**src/rtl/adc_accum_pkg.sv**
```systemverilog
package adc_accum_pkg;
    localparam int REG_ADDR_W   = 5;
    localparam int REG_DATA_W   = 8;
    localparam int RESULT_W     = 16;

    localparam logic [REG_ADDR_W-1:0] ADR_MODE   = 5'h00;
    localparam logic [REG_ADDR_W-1:0] ADR_COUNT  = 5'h01;
    localparam logic [REG_ADDR_W-1:0] ADR_DIVIDE = 5'h02;
    localparam logic [REG_ADDR_W-1:0] ADR_INSEL  = 5'h08;
    localparam logic [REG_ADDR_W-1:0] ADR_CMD    = 5'h0A;
    localparam logic [REG_ADDR_W-1:0] ADR_IEN    = 5'h0C;
    localparam logic [REG_ADDR_W-1:0] ADR_IFLAG  = 5'h0D;
    localparam logic [REG_ADDR_W-1:0] ADR_RES_LO = 5'h10;
    localparam logic [REG_ADDR_W-1:0] ADR_RES_HI = 5'h11;

    localparam logic [REG_DATA_W-1:0] SEL_TEMPERATURE = 8'h42;

    typedef struct packed {
        logic [REG_DATA_W-1:0] mode;
        logic [REG_DATA_W-1:0] count;
        logic [REG_DATA_W-1:0] divide;
        logic [REG_DATA_W-1:0] insel;
        logic [REG_DATA_W-1:0] ien;
        logic                  flag;
        logic                  cmd;
        logic [RESULT_W-1:0]   result;
    } ctrl_regs_t;
endpackage

```
**src/rtl/adc_conv_timer.sv**
```systemverilog
module adc_conv_timer #(
    parameter int SLOT_CLKS      = 15,
    parameter int PRESC_CODE_W   = 3,
    parameter int COUNT_CODE_W   = 3,
    parameter int MAX_COUNT_CODE = 6
) (
    input  logic                    clk,
    input  logic                    rst_n,
    input  logic                    launch,
    input  logic                    halt,
    input  logic [PRESC_CODE_W-1:0] presc_code,
    input  logic [COUNT_CODE_W-1:0] count_code,
    output logic                    busy,
    output logic                    sample_tick,
    output logic                    last_sample
);
    localparam int PCNT_W = 2 ** PRESC_CODE_W;
    localparam int SLOT_W = $clog2(SLOT_CLKS);
    localparam int SAMP_W = MAX_COUNT_CODE + 1;

    typedef struct packed {
        logic                    busy;
        logic [PRESC_CODE_W-1:0] pcode;
        logic [COUNT_CODE_W-1:0] ccode;
        logic [PCNT_W-1:0]       pcnt;
        logic [SLOT_W-1:0]       slot;
        logic [SAMP_W-1:0]       samp;
    } tmr_t;

    tmr_t tmr_d, tmr_q;

    logic [PCNT_W:0]         div_full;
    logic [PCNT_W-1:0]       div_m1;
    logic [COUNT_CODE_W-1:0] eff_code;
    logic [SAMP_W:0]         nsamp;
    logic [SAMP_W-1:0]       nsamp_m1;
    logic                    tick;
    logic                    slot_end;
    logic                    last;

    always_comb begin
        div_full = (PCNT_W + 1)'(2) << tmr_q.pcode;
        div_m1   = PCNT_W'(div_full - 1'b1);
        eff_code = (int'(tmr_q.ccode) > MAX_COUNT_CODE) ? COUNT_CODE_W'(MAX_COUNT_CODE)
                                                        : tmr_q.ccode;
        nsamp    = (SAMP_W + 1)'(1) << eff_code;
        nsamp_m1 = SAMP_W'(nsamp - 1'b1);
        tick     = tmr_q.busy && (tmr_q.pcnt == div_m1);
        slot_end = tick && (tmr_q.slot == SLOT_W'(SLOT_CLKS - 1));
        last     = slot_end && (tmr_q.samp == nsamp_m1);

        tmr_d = tmr_q;
        if (halt) begin
            tmr_d.busy = 1'b0;
            tmr_d.pcnt = '0;
            tmr_d.slot = '0;
            tmr_d.samp = '0;
        end else if (launch) begin
            tmr_d.busy  = 1'b1;
            tmr_d.pcode = presc_code;
            tmr_d.ccode = count_code;
            tmr_d.pcnt  = '0;
            tmr_d.slot  = '0;
            tmr_d.samp  = '0;
        end else if (tmr_q.busy) begin
            if (tick) begin
                tmr_d.pcnt = '0;
                if (slot_end) begin
                    tmr_d.slot = '0;
                    if (last) begin
                        tmr_d.busy = 1'b0;
                        tmr_d.samp = '0;
                    end else begin
                        tmr_d.samp = tmr_q.samp + 1'b1;
                    end
                end else begin
                    tmr_d.slot = tmr_q.slot + 1'b1;
                end
            end else begin
                tmr_d.pcnt = tmr_q.pcnt + 1'b1;
            end
        end
    end

    always_ff @(posedge clk or negedge rst_n) begin
        if (!rst_n) tmr_q <= '0;
        else        tmr_q <= tmr_d;
    end

    assign busy        = tmr_q.busy;
    assign sample_tick = slot_end;
    assign last_sample = last;

    assert_halt_stops_R13: assert property (@(posedge clk) disable iff (!rst_n)
        halt |=> !tmr_q.busy) else $error("halt did not stop the run");

    assert_launch_rearms_R11: assert property (@(posedge clk) disable iff (!rst_n)
        (launch && !halt) |=> (tmr_q.busy && tmr_q.pcnt == '0 && tmr_q.slot == '0 && tmr_q.samp == '0))
        else $error("launch did not rearm timing");
endmodule

```
**src/rtl/adc_sat_accum.sv**
```systemverilog
module adc_sat_accum #(
    parameter int SAMPLE_W = 12,
    parameter int RES_W    = 16
) (
    input  logic                clk,
    input  logic                rst_n,
    input  logic                clear,
    input  logic                add,
    input  logic [SAMPLE_W-1:0] sample,
    output logic [RES_W-1:0]    sum_next,
    output logic [RES_W-1:0]    sum
);
    logic [RES_W-1:0] sum_d, sum_q;
    logic [RES_W:0]   wide;

    always_comb begin
        wide     = {1'b0, sum_q} + {{(RES_W + 1 - SAMPLE_W){1'b0}}, sample};
        sum_next = wide[RES_W] ? {RES_W{1'b1}} : wide[RES_W-1:0];
        sum_d    = sum_q;
        if (clear)    sum_d = '0;
        else if (add) sum_d = sum_next;
    end

    always_ff @(posedge clk or negedge rst_n) begin
        if (!rst_n) sum_q <= '0;
        else        sum_q <= sum_d;
    end

    assign sum = sum_q;

    assert_clear_zero_R5: assert property (@(posedge clk) disable iff (!rst_n)
        clear |=> (sum_q == '0)) else $error("sum not cleared at launch");

    assert_no_wrap_R6: assert property (@(posedge clk) disable iff (!rst_n)
        (add && !clear) |=> (sum_q >= $past(sum_q))) else $error("sum wrapped");
endmodule

```
**src/rtl/adc_accum_ctrl.sv**
```systemverilog
module adc_accum_ctrl
    import adc_accum_pkg::*;
#(
    parameter int SAMPLE_W  = 12,
    parameter int SLOT_CLKS = 15
) (
    input  logic                  clk,
    input  logic                  rst_n,
    input  logic [REG_ADDR_W-1:0] bus_addr,
    input  logic                  bus_we,
    input  logic [REG_DATA_W-1:0] bus_wdata,
    output logic [REG_DATA_W-1:0] bus_rdata,
    input  logic [SAMPLE_W-1:0]   sample_data,
    input  logic [RESULT_W-1:0]   temp_data,
    output logic                  sample_strobe,
    output logic                  irq
);
    localparam int PRESC_CODE_W   = 3;
    localparam int COUNT_CODE_W   = 3;
    localparam int MAX_COUNT_CODE = 6;

    ctrl_regs_t regs_d, regs_q;

    logic                busy;
    logic                tick;
    logic                last;
    logic                abort_wr;
    logic                start_wr;
    logic                clear_wr;
    logic                complete;
    logic                relaunch;
    logic                launch;
    logic [RESULT_W-1:0] sum_next;
    logic [RESULT_W-1:0] sum_now;

    adc_conv_timer #(
        .SLOT_CLKS     (SLOT_CLKS),
        .PRESC_CODE_W  (PRESC_CODE_W),
        .COUNT_CODE_W  (COUNT_CODE_W),
        .MAX_COUNT_CODE(MAX_COUNT_CODE)
    ) u_timer (
        .clk        (clk),
        .rst_n      (rst_n),
        .launch     (launch),
        .halt       (abort_wr),
        .presc_code (regs_q.divide[PRESC_CODE_W-1:0]),
        .count_code (regs_q.count[COUNT_CODE_W-1:0]),
        .busy       (busy),
        .sample_tick(tick),
        .last_sample(last)
    );

    adc_sat_accum #(
        .SAMPLE_W(SAMPLE_W),
        .RES_W   (RESULT_W)
    ) u_accum (
        .clk     (clk),
        .rst_n   (rst_n),
        .clear   (launch),
        .add     (tick),
        .sample  (sample_data),
        .sum_next(sum_next),
        .sum     (sum_now)
    );

    always_comb begin
        abort_wr = bus_we && (bus_addr == ADR_MODE) && !bus_wdata[0];
        start_wr = bus_we && (bus_addr == ADR_CMD) && bus_wdata[0] && regs_q.mode[0];
        clear_wr = bus_we && (bus_addr == ADR_IFLAG) && bus_wdata[0];
        complete = last && !abort_wr && !start_wr;
        relaunch = complete && regs_q.mode[1] && regs_q.mode[0];
        launch   = start_wr || relaunch;

        regs_d = regs_q;
        if (bus_we) begin
            unique case (bus_addr)
                ADR_MODE:   regs_d.mode   = bus_wdata;
                ADR_COUNT:  regs_d.count  = bus_wdata;
                ADR_DIVIDE: regs_d.divide = bus_wdata;
                ADR_INSEL:  regs_d.insel  = bus_wdata;
                ADR_IEN:    regs_d.ien    = bus_wdata;
                default: ;
            endcase
        end

        if (abort_wr)      regs_d.cmd = 1'b0;
        else if (start_wr) regs_d.cmd = 1'b1;
        else if (complete) regs_d.cmd = 1'b0;

        if (complete) begin
            regs_d.result = (regs_q.insel == SEL_TEMPERATURE) ? temp_data : sum_next;
        end

        regs_d.flag = (regs_q.flag && !clear_wr) || complete;
    end

    always_ff @(posedge clk or negedge rst_n) begin
        if (!rst_n) regs_q <= '0;
        else        regs_q <= regs_d;
    end

    always_comb begin
        unique case (bus_addr)
            ADR_MODE:   bus_rdata = regs_q.mode;
            ADR_COUNT:  bus_rdata = regs_q.count;
            ADR_DIVIDE: bus_rdata = regs_q.divide;
            ADR_INSEL:  bus_rdata = regs_q.insel;
            ADR_CMD:    bus_rdata = {{(REG_DATA_W-1){1'b0}}, regs_q.cmd};
            ADR_IEN:    bus_rdata = regs_q.ien;
            ADR_IFLAG:  bus_rdata = {{(REG_DATA_W-1){1'b0}}, regs_q.flag};
            ADR_RES_LO: bus_rdata = regs_q.result[REG_DATA_W-1:0];
            ADR_RES_HI: bus_rdata = regs_q.result[RESULT_W-1:REG_DATA_W];
            default:    bus_rdata = '0;
        endcase
    end

    assign sample_strobe = tick;
    assign irq           = regs_q.flag && regs_q.ien[0];

    assert_flag_on_done_R8: assert property (@(posedge clk) disable iff (!rst_n)
        complete |=> regs_q.flag) else $error("flag not set at completion");

    assert_result_hold_R10: assert property (@(posedge clk) disable iff (!rst_n)
        !complete |=> $stable(regs_q.result)) else $error("result changed without completion");

    assert_cmd_hold_R3: assert property (@(posedge clk) disable iff (!rst_n)
        (regs_q.cmd && !complete && !abort_wr) |=> regs_q.cmd) else $error("command bit dropped early");

    assert_cmd_needs_enable_R3: assert property (@(posedge clk) disable iff (!rst_n)
        !regs_q.mode[0] |-> !regs_q.cmd) else $error("command bit set while disabled");

    assert_busy_matches_cmd_R12: assert property (@(posedge clk) disable iff (!rst_n)
        regs_q.cmd |-> busy) else $error("command bit set with no run pending");
endmodule

```
**config.mk**
```make
export PLATFORM = sky130hd
export DESIGN_NAME = adc_accum_ctrl
export DESIGN_NICKNAME = d
export VERILOG_FILES = /design/src/rtl/adc_accum_pkg.sv /design/src/rtl/adc_conv_timer.sv /design/src/rtl/adc_sat_accum.sv /design/src/rtl/adc_accum_ctrl.sv
export SDC_FILE = /design/constraint.sdc
export NUM_CORES = 1
export LEC_CHECK = 0
export ABC_AREA = 0
export BUFFER_PORTS_ARGS = -buffer_cell sky130_fd_sc_hd__buf_4
export CORE_MARGIN = 2
export CORE_UTILIZATION = 28
export CTS_CLUSTER_DIAMETER = 80
export DETAILED_ROUTE_END_ITERATION = 8
export GPL_ROUTABILITY_DRIVEN = 0
export GPL_TIMING_DRIVEN = 0
export PLACE_DENSITY = 0.46
export SLEW_MARGIN = 20
export SYNTH_ARGS = -nofsm -noshare
export SYNTH_HDL_FRONTEND = slang
export SYNTH_HIERARCHICAL = 1
export SYNTH_SLANG_ARGS = --single-unit
```
**constraint.sdc**
```tcl
create_clock -name clk -period 7.6 [get_ports clk]
set_input_delay 1.9 -clock clk [delete_from_list [all_inputs] [get_ports clk]]
set_output_delay 1.9 -clock clk [all_outputs]
set_load 0.005 [all_outputs]
```
==> out/qor.txt, run 1 <==
outcome -> finished, final reports clean
placed cells -> 878
Die ar. -> 0.0228 mm2
CORE AREA -> 0.0211 mm2
most frequent CP cell -> buf_4
layout net count -> 676
Crit-path slowest cell -> nor3_2
Die H -> 151 um
fmax -> 0.181 GHz
Max stage delay on crit path -> 0.67 ns
sequential element share of the synthesized area -> 41.5%
number of detailed-route iterations in the first pass -> 5
Pwr Total -> 1.78 mW
CTS resizes -> 0
Cells after Synth -> 552
Tcrit/Tclk final -> 72.9%
I/O pin count -> 54
CTS tree -> done
dpl cell area -> 0.00677 mm2
final setup fails -> 0
fillers -> 2174
peak supply drop -> 0.000137 V
root buf cell -> clkbuf_16
gr usage total -> 14.4%
Post-synth ARST share -> 100%
max_cap viols -> 0
Horiz. Die Dim -> 151 um
PwrDens -> 250 mW/mm2
worst skew pair latency -> 0.35 ns
NetSw -> 0.574 mW
clk buf depth -> 2
gr ovfl total -> 0
design area -> 0.00709 mm2
Post-DP HPWL -> 11700 um
Pint -> 1.20 mW
worst path arrival time -> 3.64 ns
Leakage Power -> 3.21 nW
Worst Skew -> 0.0120 ns
Routed Wire Length -> 15900 um
min Tclk post-route -> 5.54 ns
Clk network pwr share -> 28.6%
largest net degree at the start of global routing -> 101
first-pass GRT wire length -> 25100 um
Synthesis Warnings -> 6
Initial DRC Count -> 295
Worst path top cell family by delay -> simple AND/OR/NAND/NOR gates
max-slew violation count -> 0
met1 usage -> 20.2%
met3 Resource Use GR -> 1.84%
syn nets -> 614
via count -> 4554
Avg Vias per Cell -> 5.09
total CTS buffers -> 9
PortBufs -> 51
CTS Hold Bufs -> 0
Hold WC Path Type -> reg -> reg
CP Capture Type -> primary output
Setup TNS -> 0 ns
Bufs and invs on worst path -> 2
Combinational Power Share -> 30.7%
vias in the first global route -> 4585
initial antenna violation count -> 0
Unique masters post-synth -> 80
EDFF count, synth -> 0
share of cells above drive strength 1 -> 31.3%
Sw Share -> 32.3%
initial core utilization -> 28.6%
Residual DRC -> 0
Post-synth top flop -> dfrtp_1
Site Rows -> 53
Crit Path Class -> in -> out
post-synthesis area per instance -> 10.9 um2
Area Overhead vs Synth -> 17.5%
H-tree Lvls -> 3
CP Max Fanout -> 8
number of synthesized register bits -> 100
GRT Max-Usage Layer -> met2
routing usage on met2 -> 22.9%
worst-path cell chain -> buf_4 -> or3_1 -> nor3_2 -> a22oi_1 -> nand3_1 -> buf_4
Max-slew headroom -> 35.7%
Startpoint Class -> input port
sequential share of power -> 40.8%
Final Hold Violating Endpoints -> 0
measured slew at the worst slew-check pin -> 0.965 ns
per-cell routed wire length -> 17.8 um
remaining antenna violation count -> 0
non-filler cells, final -> 894
register area -> 0.00250 mm2
n_diodes -> 0
RSZ-0062 raised after global routing -> false
area of the multi-input gates -> 0.00332 mm2
clk sinks -> 100
synthesized area -> 0.00604 mm2
setup repair bufs after CTS -> 0
clock slew at reported path FFs -> 0.07 ns
Worst Path Required -> 5.70 ns
## area by class of cell
cell class	instances	area share (%)
clock buffer	11	3.42
tap	275	4.85
multi-input combinational	415	46.9
sequential	100	35.3
inverter	11	0.582
clock inverter	5	1.16
buffer	26	2.38
timing repair buffer	51	5.45
## cells in the mapped netlist (3+ instances only)
cell / instances / area, um2
a2111oi_0: 3 / 26.3
a211oi_1: 6 / 45.0
a21o_1: 4 / 30.0
a21oi_1: 20 / 100
a222oi_1: 7 / 70.1
a22oi_1: 16 / 120
a311oi_1: 7 / 61.3
a311oi_2: 4 / 60.1
a32o_1: 4 / 40.0
and2_1: 6 / 37.5
and3_1: 7 / 43.8
buf_2: 8 / 40.0
buf_6: 4 / 45.0
clkbuf_1: 9 / 33.8
dfrtp_1: 100 / 2500
ha_1: 17 / 213
inv_1: 11 / 41.3
mux2_2: 68 / 766
mux2_4: 10 / 150
nand2_1: 28 / 105
nand2_2: 4 / 25.0
nand2b_1: 8 / 50.1
nand3_1: 23 / 115
nand4_1: 3 / 18.8
nor2_1: 40 / 150
nor2b_1: 7 / 43.8
nor3_1: 5 / 25.0
nor3_2: 4 / 40.0
nor3b_1: 8 / 60.1
nor4b_1: 3 / 26.3
o21a_1: 4 / 30.0
o21ai_0: 15 / 75.1
o21ai_1: 4 / 20.0
or3_1: 7 / 43.8
xnor2_1: 10 / 87.6
xor2_1: 11 / 96.3
## final timing paths
kind / startpoint / to / slack [ns] / depth (start not counted)
min in group asynchronous: rst_n / regs_q[6] / 1.67 / 1
hold reg to reg: regs_q[49] / regs_q[49] / 0.51 / 1
setup / recovery: bus_addr[3] / bus_rdata[1] / 2.06 / 6
hold / removal: regs_q[49] / regs_q[49] / 0.51 / 1
max in group asynchronous: rst_n / u_timer/tmr_q[1] / 5.27 / 1
setup reg to reg: u_timer/tmr_q[22] / u_timer/tmr_q[5] / 2.85 / 12
## cells by family after synthesis
family / Yosys count / share of synthesized area [%]
AO/OA/AOI/OAI: 121 / 15.8
AND/OR/NAND/NOR: 177 / 17.2
buffers and inverters: 37 / 3.48
adder cells (fa/ha/maj): 18 / 3.85
multiplexers: 78 / 15.2
XOR/XNOR: 21 / 3.05
flip-flops: 100 / 41.5
## per-layer routing
layer / wire length (um) / up-vias / share of wire, %
met1: 7740 / 2286 / 49
met3: 429 / 15 / 2.7
met2: 7440 / 66 / 47
li1: - / 2187 / -
met5: 0 / - / 0
met4: 276 / 0 / 1.7
## power groups by stage
stage	combinational, mW	sequential, mW	clock (mW)
floorplan	0.411	0.705	0
global placement	0.534	0.730	0
detailed placement	0.544	0.734	0
CTS	0.548	0.724	0.524
global route	0.606	0.738	0.545
finish	0.545	0.724	0.507
## stage by stage
step	setup WS (ns)	hold WS [ns]	util, %
6_report	2.06	0.509	33.6
5_1_grt	2.01	0.516	33.6
4_1_cts	2.07	0.510	33.6
3_5_place_dp	2.09	0.494	32.1
3_3_place_gp	2.06	0.489	32.1
2_1_floorplan	2.81	0.467	-
## state kept, by name, summed over array words and instances (netlist names)
signal / cells
u_timer/tmr_q: 25
u_accum/sum: 16
regs_q: 58
u_timer/busy: 1
## layout by cell type, fill, tap and decap left out, types with 5 or more instances in the layout
master / instances
a211oi_1: 6
a21oi_1: 20
a222oi_1: 7
a22oi_1: 16
a311oi_1: 7
and2_1: 6
and3_1: 7
buf_2: 8
buf_4: 51
buf_6: 5
clkbuf_1: 10
clkbuf_16: 9
dfrtp_1: 100
ha_1: 17
inv_1: 11
mux2_2: 68
mux2_4: 10
nand2_1: 28
nand2b_1: 8
nand3_1: 23
nor2_1: 40
nor2b_1: 7
nor3_1: 5
nor3b_1: 8
o21ai_0: 14
o21ai_1: 5
or3_1: 7
xnor2_1: 10
xor2_1: 11
No activity file was read; power rests on OpenSTA's default activity.
==> run 2, diff against run 1 <==
PLACE_DENSITY = 0.47   (was 0.46)
clock period = 4.7 ns   (was 7.6 ns; I/O delays follow)
==> run 2 against run 1 <==
Effect of this change:
- final area is 0.65% lower
- critical path depth is 8 higher
- non-clock buffer count up 1
- hold slack got worse by 0.0012 ns
- critical endpoint is now u_timer/tmr_q[5]
==> out/qor.txt, run 2 (synthesized netlist as in run 1, its figures left out) <==
Hold WC Path Type -> reg -> reg
Crit-path slowest cell -> a311oi_4
peak supply drop -> 0.000204 V (+48%)
Reg with most FFs -> regs_q
clk sinks -> 100 (unchanged)
Avg Vias per Cell -> 5.06 (-0.75%)
Combinational Power Share -> 32.2% (+1.5 points)
PortBufs -> 51 (unchanged)
Sw Share -> 33.5% (+1.2 points)
per-cell routed wire length -> 17.5 um (-1.4%)
Crit Path Class -> reg -> reg
setup repair bufs after CTS -> 0 (unchanged)
outcome -> finished, final reports clean
total CTS buffers -> 9 (unchanged)
Post-DP HPWL -> 11600 um (-0.93%)
CTS tree -> done
clk buf depth -> 2 (unchanged)
Horiz. Die Dim -> 151 um (unchanged)
gr ovfl total -> 0 (unchanged)
Clk network pwr share -> 25.0% (-3.6 points)
clock slew at reported path FFs -> 0.07 ns (about the same)
final setup fails -> 0 (unchanged)
CP Max Fanout -> 14 (+6)
vias in the first global route -> 4501 (-1.8%)
min Tclk post-route -> 4.21 ns
RSZ-0062 raised after global routing -> false
Max-slew headroom -> 36.5% (+0.86 points)
Worst Path Required -> 4.93 ns (-0.77 ns)
Pwr Total -> 2.73 mW (+54%)
share of cells above drive strength 1 -> 31.2% (-0.16 points)
CORE AREA -> 0.0211 mm2 (unchanged)
root buf cell -> clkbuf_16
Tcrit/Tclk final -> 89.5%
gr usage total -> 14.5% (+0.072 points)
worst setup margin -> 0.493 ns (-1.57 ns)
max-slew violation count -> 0 (unchanged)
Worst Skew -> 0.0136 ns (+0.00166 ns)
non-filler cells, final -> 894 (unchanged)
design area -> 0.00705 mm2 (-0.65%)
fillers -> 2172 (-0.092%)
Pint -> 1.82 mW (+51%)
Core Util, Final -> 33.4% (-0.22 points)
n_diodes -> 0 (unchanged)
most frequent cells in the layout -> 100 x dfrtp_1, 68 x mux2_2, 52 x buf_4
I/O pin count -> 54 (unchanged)
worst path arrival time -> 4.44 ns (+0.80 ns)
commonest non-fill, non-tap cell in the layout -> dfrtp_1
dpl cell area -> 0.00678 mm2 (+0.11%)
sequential share of power -> 42.8% (+2.0 points)
layout net count -> 677 (+0.15%)
remaining antenna violation count -> 0 (unchanged)
Residual DRC -> 0 (unchanged)
Die ar. -> 0.0228 mm2 (unchanged)
Startpoint Class -> flip-flop
Initial DRC Count -> 258 (-13%)
fmax -> 0.238 GHz
PwrDens -> 388 mW/mm2 (+55%)
Bufs and invs on worst path -> 3 (+1)
Routed Wire Length -> 15700 um (-1.4%)
Hold WS -> 0.507 ns (-0.00124 ns)
first-pass GRT wire length -> 25000 um (about the same)
measured slew at the worst slew-check pin -> 0.952 ns (-0.0129 ns)
worst skew pair latency -> 0.35 ns (about the same)
NetSw -> 0.916 mW (+60%)
Setup TNS -> 0 ns (unchanged)
Worst path top cell family by delay -> simple AND/OR/NAND/NOR gates
H-tree Lvls -> 3 (unchanged)
initial antenna violation count -> 0 (unchanged)
Site Rows -> 53 (unchanged)
largest net degree at the start of global routing -> 101 (unchanged)
Area Overhead vs Synth -> 16.7%
max reg flops -> 58 (unchanged)
Max stage delay on crit path -> 0.64 ns (-0.03 ns)
worst-path cell chain -> buf_6 -> or3_4 -> ha_1 -> nor4b_1 -> o31ai_1 -> a311oi_4 -> and2_1 -> nand3_1 -> o21ai_1 -> buf_4 -> or2_2 -> clkbuf_1 -> nor3b_1 -> a32o_1
Die H -> 151 um (unchanged)
via count -> 4520 (-0.75%)
CP Capture Type -> flip-flop
number of detailed-route iterations in the first pass -> 5 (unchanged)
dpl ws -> 0.205 ns (-1.89 ns)
max_cap viols -> 0 (unchanged)
Leakage Power -> 3.18 nW (-0.76%)
Final Hold Violating Endpoints -> 0 (unchanged)
initial core utilization -> 28.6% (unchanged)
placed cells -> 879 (+0.11%)
-- run 2: changes by cell type in the layout (fill, tap and decap cells not counted) --
| cell | before | now |
|---|---|---|
| bufinv_16 | 2 | 0 |
| a311oi_2 | 4 | 3 |
| a311oi_4 | 0 | 1 |
| buf_4 | 51 | 52 |
| clkbuf_1 | 10 | 11 |
| clkbuf_8 | 1 | 0 |
| clkinv_2 | 1 | 2 |
| clkinv_4 | 1 | 2 |
| inv_6 | 1 | 0 |
-- run 2: final cells by class --
class | count | area, um2 | area share (%)
flip-flops and latches | 100 | 2500 | 35.5
repair buffers | 52 | 394 | 5.59
plain buffers | 26 | 169 | 2.40
multi-input cells | 415 | 3340 | 47.3
clock inverters | 4 | 27.5 | 0.391
well taps | 275 | 344 | 4.88
clock buffers | 11 | 233 | 3.30
inverters | 11 | 41.3 | 0.586
-- run 2: power groups by stage --
stage | clock, mW | combinational [mW] | sequential, mW
after floorplan | 0 | 0.664 | 1.14
after global placement | 0 | 0.864 | 1.18
after detailed placement | 0 | 0.881 | 1.19
after CTS | 0.714 | 0.885 | 1.17
after global routing | 0.754 | 0.994 | 1.20
final | 0.683 | 0.880 | 1.17
-- run 2: worst paths after layout --
| kind | startpoint | end | slack (ns) | cells after the start |
|---|---|---|---|---|
| max reg2reg | u_timer/tmr_q[23] | u_timer/tmr_q[5] | 0.49 | 14 |
| min | regs_q[25] | regs_q[25] | 0.51 | 1 |
| min in group asynchronous | rst_n | regs_q[5] | 0.92 | 1 |
| max in group asynchronous | rst_n | u_timer/tmr_q[2] | 3.10 | 1 |
| max | u_timer/tmr_q[23] | u_timer/tmr_q[5] | 0.49 | 14 |
| min reg2reg | regs_q[25] | regs_q[25] | 0.51 | 1 |
-- run 2: repair_timing --
action,4_1_cts,5_1_grt
hold buffers,0,0
setup endpoints to repair,0,2
gates resized for setup,0,1
-- run 2: routing by layer --
layer	up-vias	part of all wire [%]	global-route usage, %
met1	2248	49	20.5
met3	16	3.2	2.35
met5	-	0	0
met2	62	46	22.8
met4	0	1.3	4.53
li1	2194	-	-
==> run 3, diff against run 2 <==
CTS_BUF_LIST = sky130_fd_sc_hd__clkbuf_16   (was not set)
==> run 3 against run 2 <==
Effect of this change:
- count of clock-buffer cells in the layout decreased by 2
- fmax about the same
- first-iteration DRC count increased by 0.39%
- clock skew about the same
- die area unchanged
- core utilization unchanged
- non-clock buffer count unchanged
- cell count unchanged
- critical endpoint unchanged
- largest cell class unchanged
==> out/qor.txt, run 3 (synthesized netlist as in run 1, its figures left out) <==
CP Capture Type -> flip-flop
worst skew pair latency -> 0.35 ns (about the same)
root buf cell -> clkbuf_16
non-filler cells, final -> 894 (unchanged)
fmax -> 0.238 GHz (about the same)
clk buf depth -> 2 (unchanged)
dpl ws -> 0.205 ns (unchanged)
Avg Vias per Cell -> 5.05 (-0.20%)
gr usage total -> 14.5% (unchanged)
H-tree Lvls -> 3 (unchanged)
Startpoint Class -> flip-flop
total CTS buffers -> 9 (unchanged)
area of the multi-input gates -> 0.00334 mm2 (unchanged)
Die ar. -> 0.0228 mm2 (unchanged)
largest net degree at the start of global routing -> 101 (unchanged)
CORE AREA -> 0.0211 mm2 (unchanged)
n_diodes -> 0 (unchanged)
PwrDens -> 387 mW/mm2 (-0.16%)
fillers -> 2172 (unchanged)
most frequent cells in the layout -> 100 x dfrtp_1, 68 x mux2_2, 52 x buf_4
PortBufs -> 51 (unchanged)
initial core utilization -> 28.6% (unchanged)
Setup TNS -> 0 ns (unchanged)
Site Rows -> 53 (unchanged)
register area -> 0.00250 mm2 (unchanged)
first-pass GRT wire length -> 25000 um (unchanged)
remaining antenna violation count -> 0 (unchanged)
Die H -> 151 um (unchanged)
Hold WC Path Type -> reg -> reg
Leakage Power -> 3.19 nW (+0.26%)
Routed Wire Length -> 15600 um (-0.17%)
worst path arrival time -> 4.44 ns (about the same)
design area -> 0.00705 mm2 (unchanged)
clk sinks -> 100 (unchanged)
Core Util, Final -> 33.4% (unchanged)
Worst Skew -> 0.0136 ns (+0.00000560 ns)
worst setup margin -> 0.492 ns (-0.00126 ns)
I/O pin count -> 54 (unchanged)
measured slew at the worst slew-check pin -> 0.951 ns (-0.000471 ns)
outcome -> finished, final reports clean
share of cells above drive strength 1 -> 31.2% (unchanged)
per-cell routed wire length -> 17.5 um (-0.17%)
Post-DP HPWL -> 11600 um (unchanged)
Residual DRC -> 0 (unchanged)
max reg flops -> 58 (unchanged)
Worst Path Required -> 4.93 ns (about the same)
CTS Hold Bufs -> 0 (unchanged)
vias in the first global route -> 4501 (unchanged)
RSZ-0062 raised after global routing -> false
max-slew violation count -> 0 (unchanged)
min Tclk post-route -> 4.21 ns (+0.00126 ns)
Horiz. Die Dim -> 151 um (unchanged)
Area Overhead vs Synth -> 16.7% (unchanged)
dpl cell area -> 0.00678 mm2 (unchanged)
via count -> 4511 (-0.20%)
Max-slew headroom -> 36.6% (about the same)
Crit Path Class -> reg -> reg
final setup fails -> 0 (unchanged)
Tcrit/Tclk final -> 89.5% (about the same)
number of detailed-route iterations in the first pass -> 6 (+1)
max_cap viols -> 0 (unchanged)
commonest non-fill, non-tap cell in the layout -> dfrtp_1
Initial DRC Count -> 259 (+0.39%)
CP Max Fanout -> 14 (unchanged)
gr ovfl total -> 0 (unchanged)
clock slew at reported path FFs -> 0.07 ns (about the same)
Reg with most FFs -> regs_q
Final Hold Violating Endpoints -> 0 (unchanged)
CTS tree -> done
placed cells -> 879 (unchanged)
layout net count -> 677 (unchanged)
initial antenna violation count -> 0 (unchanged)
peak supply drop -> 0.000204 V (about the same)
-- run 3: cell count changes in the layout (fill, tap and decap cells not counted), sizes merged --
cell / before / now
clkbuf: 20 / 18
inv: 11 / 13
-- run 3: worst max-delay path, cell delays in order (launching register included) --
cell,delay [ns]
dfrtp_1,0.38
buf_6,0.13
or3_4,0.37
ha_1,0.29
nor4b_1,0.33
o31ai_1,0.17
a311oi_4,0.64
and2_1,0.30
nand3_1,0.09
o21ai_1,0.29
buf_4,0.23
or2_2,0.15
clkbuf_1,0.37
nor3b_1,0.10
a32o_1,0.22
-- run 3: metal layers --
| layer | wire length (um) | vias to the layer above | global-route usage [%] |
|---|---|---|---|
| li1 | - | 2193 | - |
| met5 | 0 | - | 0 |
| met3 | 481 | 16 | 2.35 |
| met2 | 7250 | 61 | 22.8 |
| met4 | 206 | 0 | 4.53 |
| met1 | 7690 | 2241 | 20.5 |
-- run 3: cell type report --
type / instances / area share (%)
buffer: 26 / 2.40
clock buffer: 9 / 3.20
clock inverter: 6 / 0.497
inverter: 11 / 0.586
multi-input combinational: 415 / 47.3
sequential: 100 / 35.5
tap: 275 / 4.88
timing repair buffer: 52 / 5.59
-- run 3: timing repair --
item / CTS / global route
gates resized for setup: 0 / 1
setup buffers: 0 / 0
setup endpoints to repair: 0 / 2
-- run 3: power by group --
group | internal [mW] | switching, mW | leakage (nW)
Combinational | 0.428 | 0.451 | 1.73
Sequential | 1.03 | 0.139 | 1.33
Clock | 0.353 | 0.326 | 0.138
-- run 3: stage by stage --
| stage | power [mW] | hold WS (ns) |
|---|---|---|
| 2_1_floorplan | 1.80 | 0.467 |
| 3_3_place_gp | 2.04 | 0.489 |
| 3_5_place_dp | 2.07 | 0.496 |
| 4_1_cts | 2.77 | 0.512 |
| 5_1_grt | 2.94 | 0.522 |
| 6_report | 2.73 | 0.507 |
-- run 3: worst paths after layout --
path                              startpoint               end  slack [ns]  cells after the start
max in group asynchronous              rst_n  u_timer/tmr_q[2]        3.10                      1
setup reg to reg           u_timer/tmr_q[23]  u_timer/tmr_q[5]        0.49                     14
min in group asynchronous              rst_n         regs_q[5]        0.92                      1
hold reg to reg                   regs_q[25]        regs_q[25]        0.51                      1
hold / removal                    regs_q[25]        regs_q[25]        0.51                      1
setup / recovery           u_timer/tmr_q[23]  u_timer/tmr_q[5]        0.49                     14
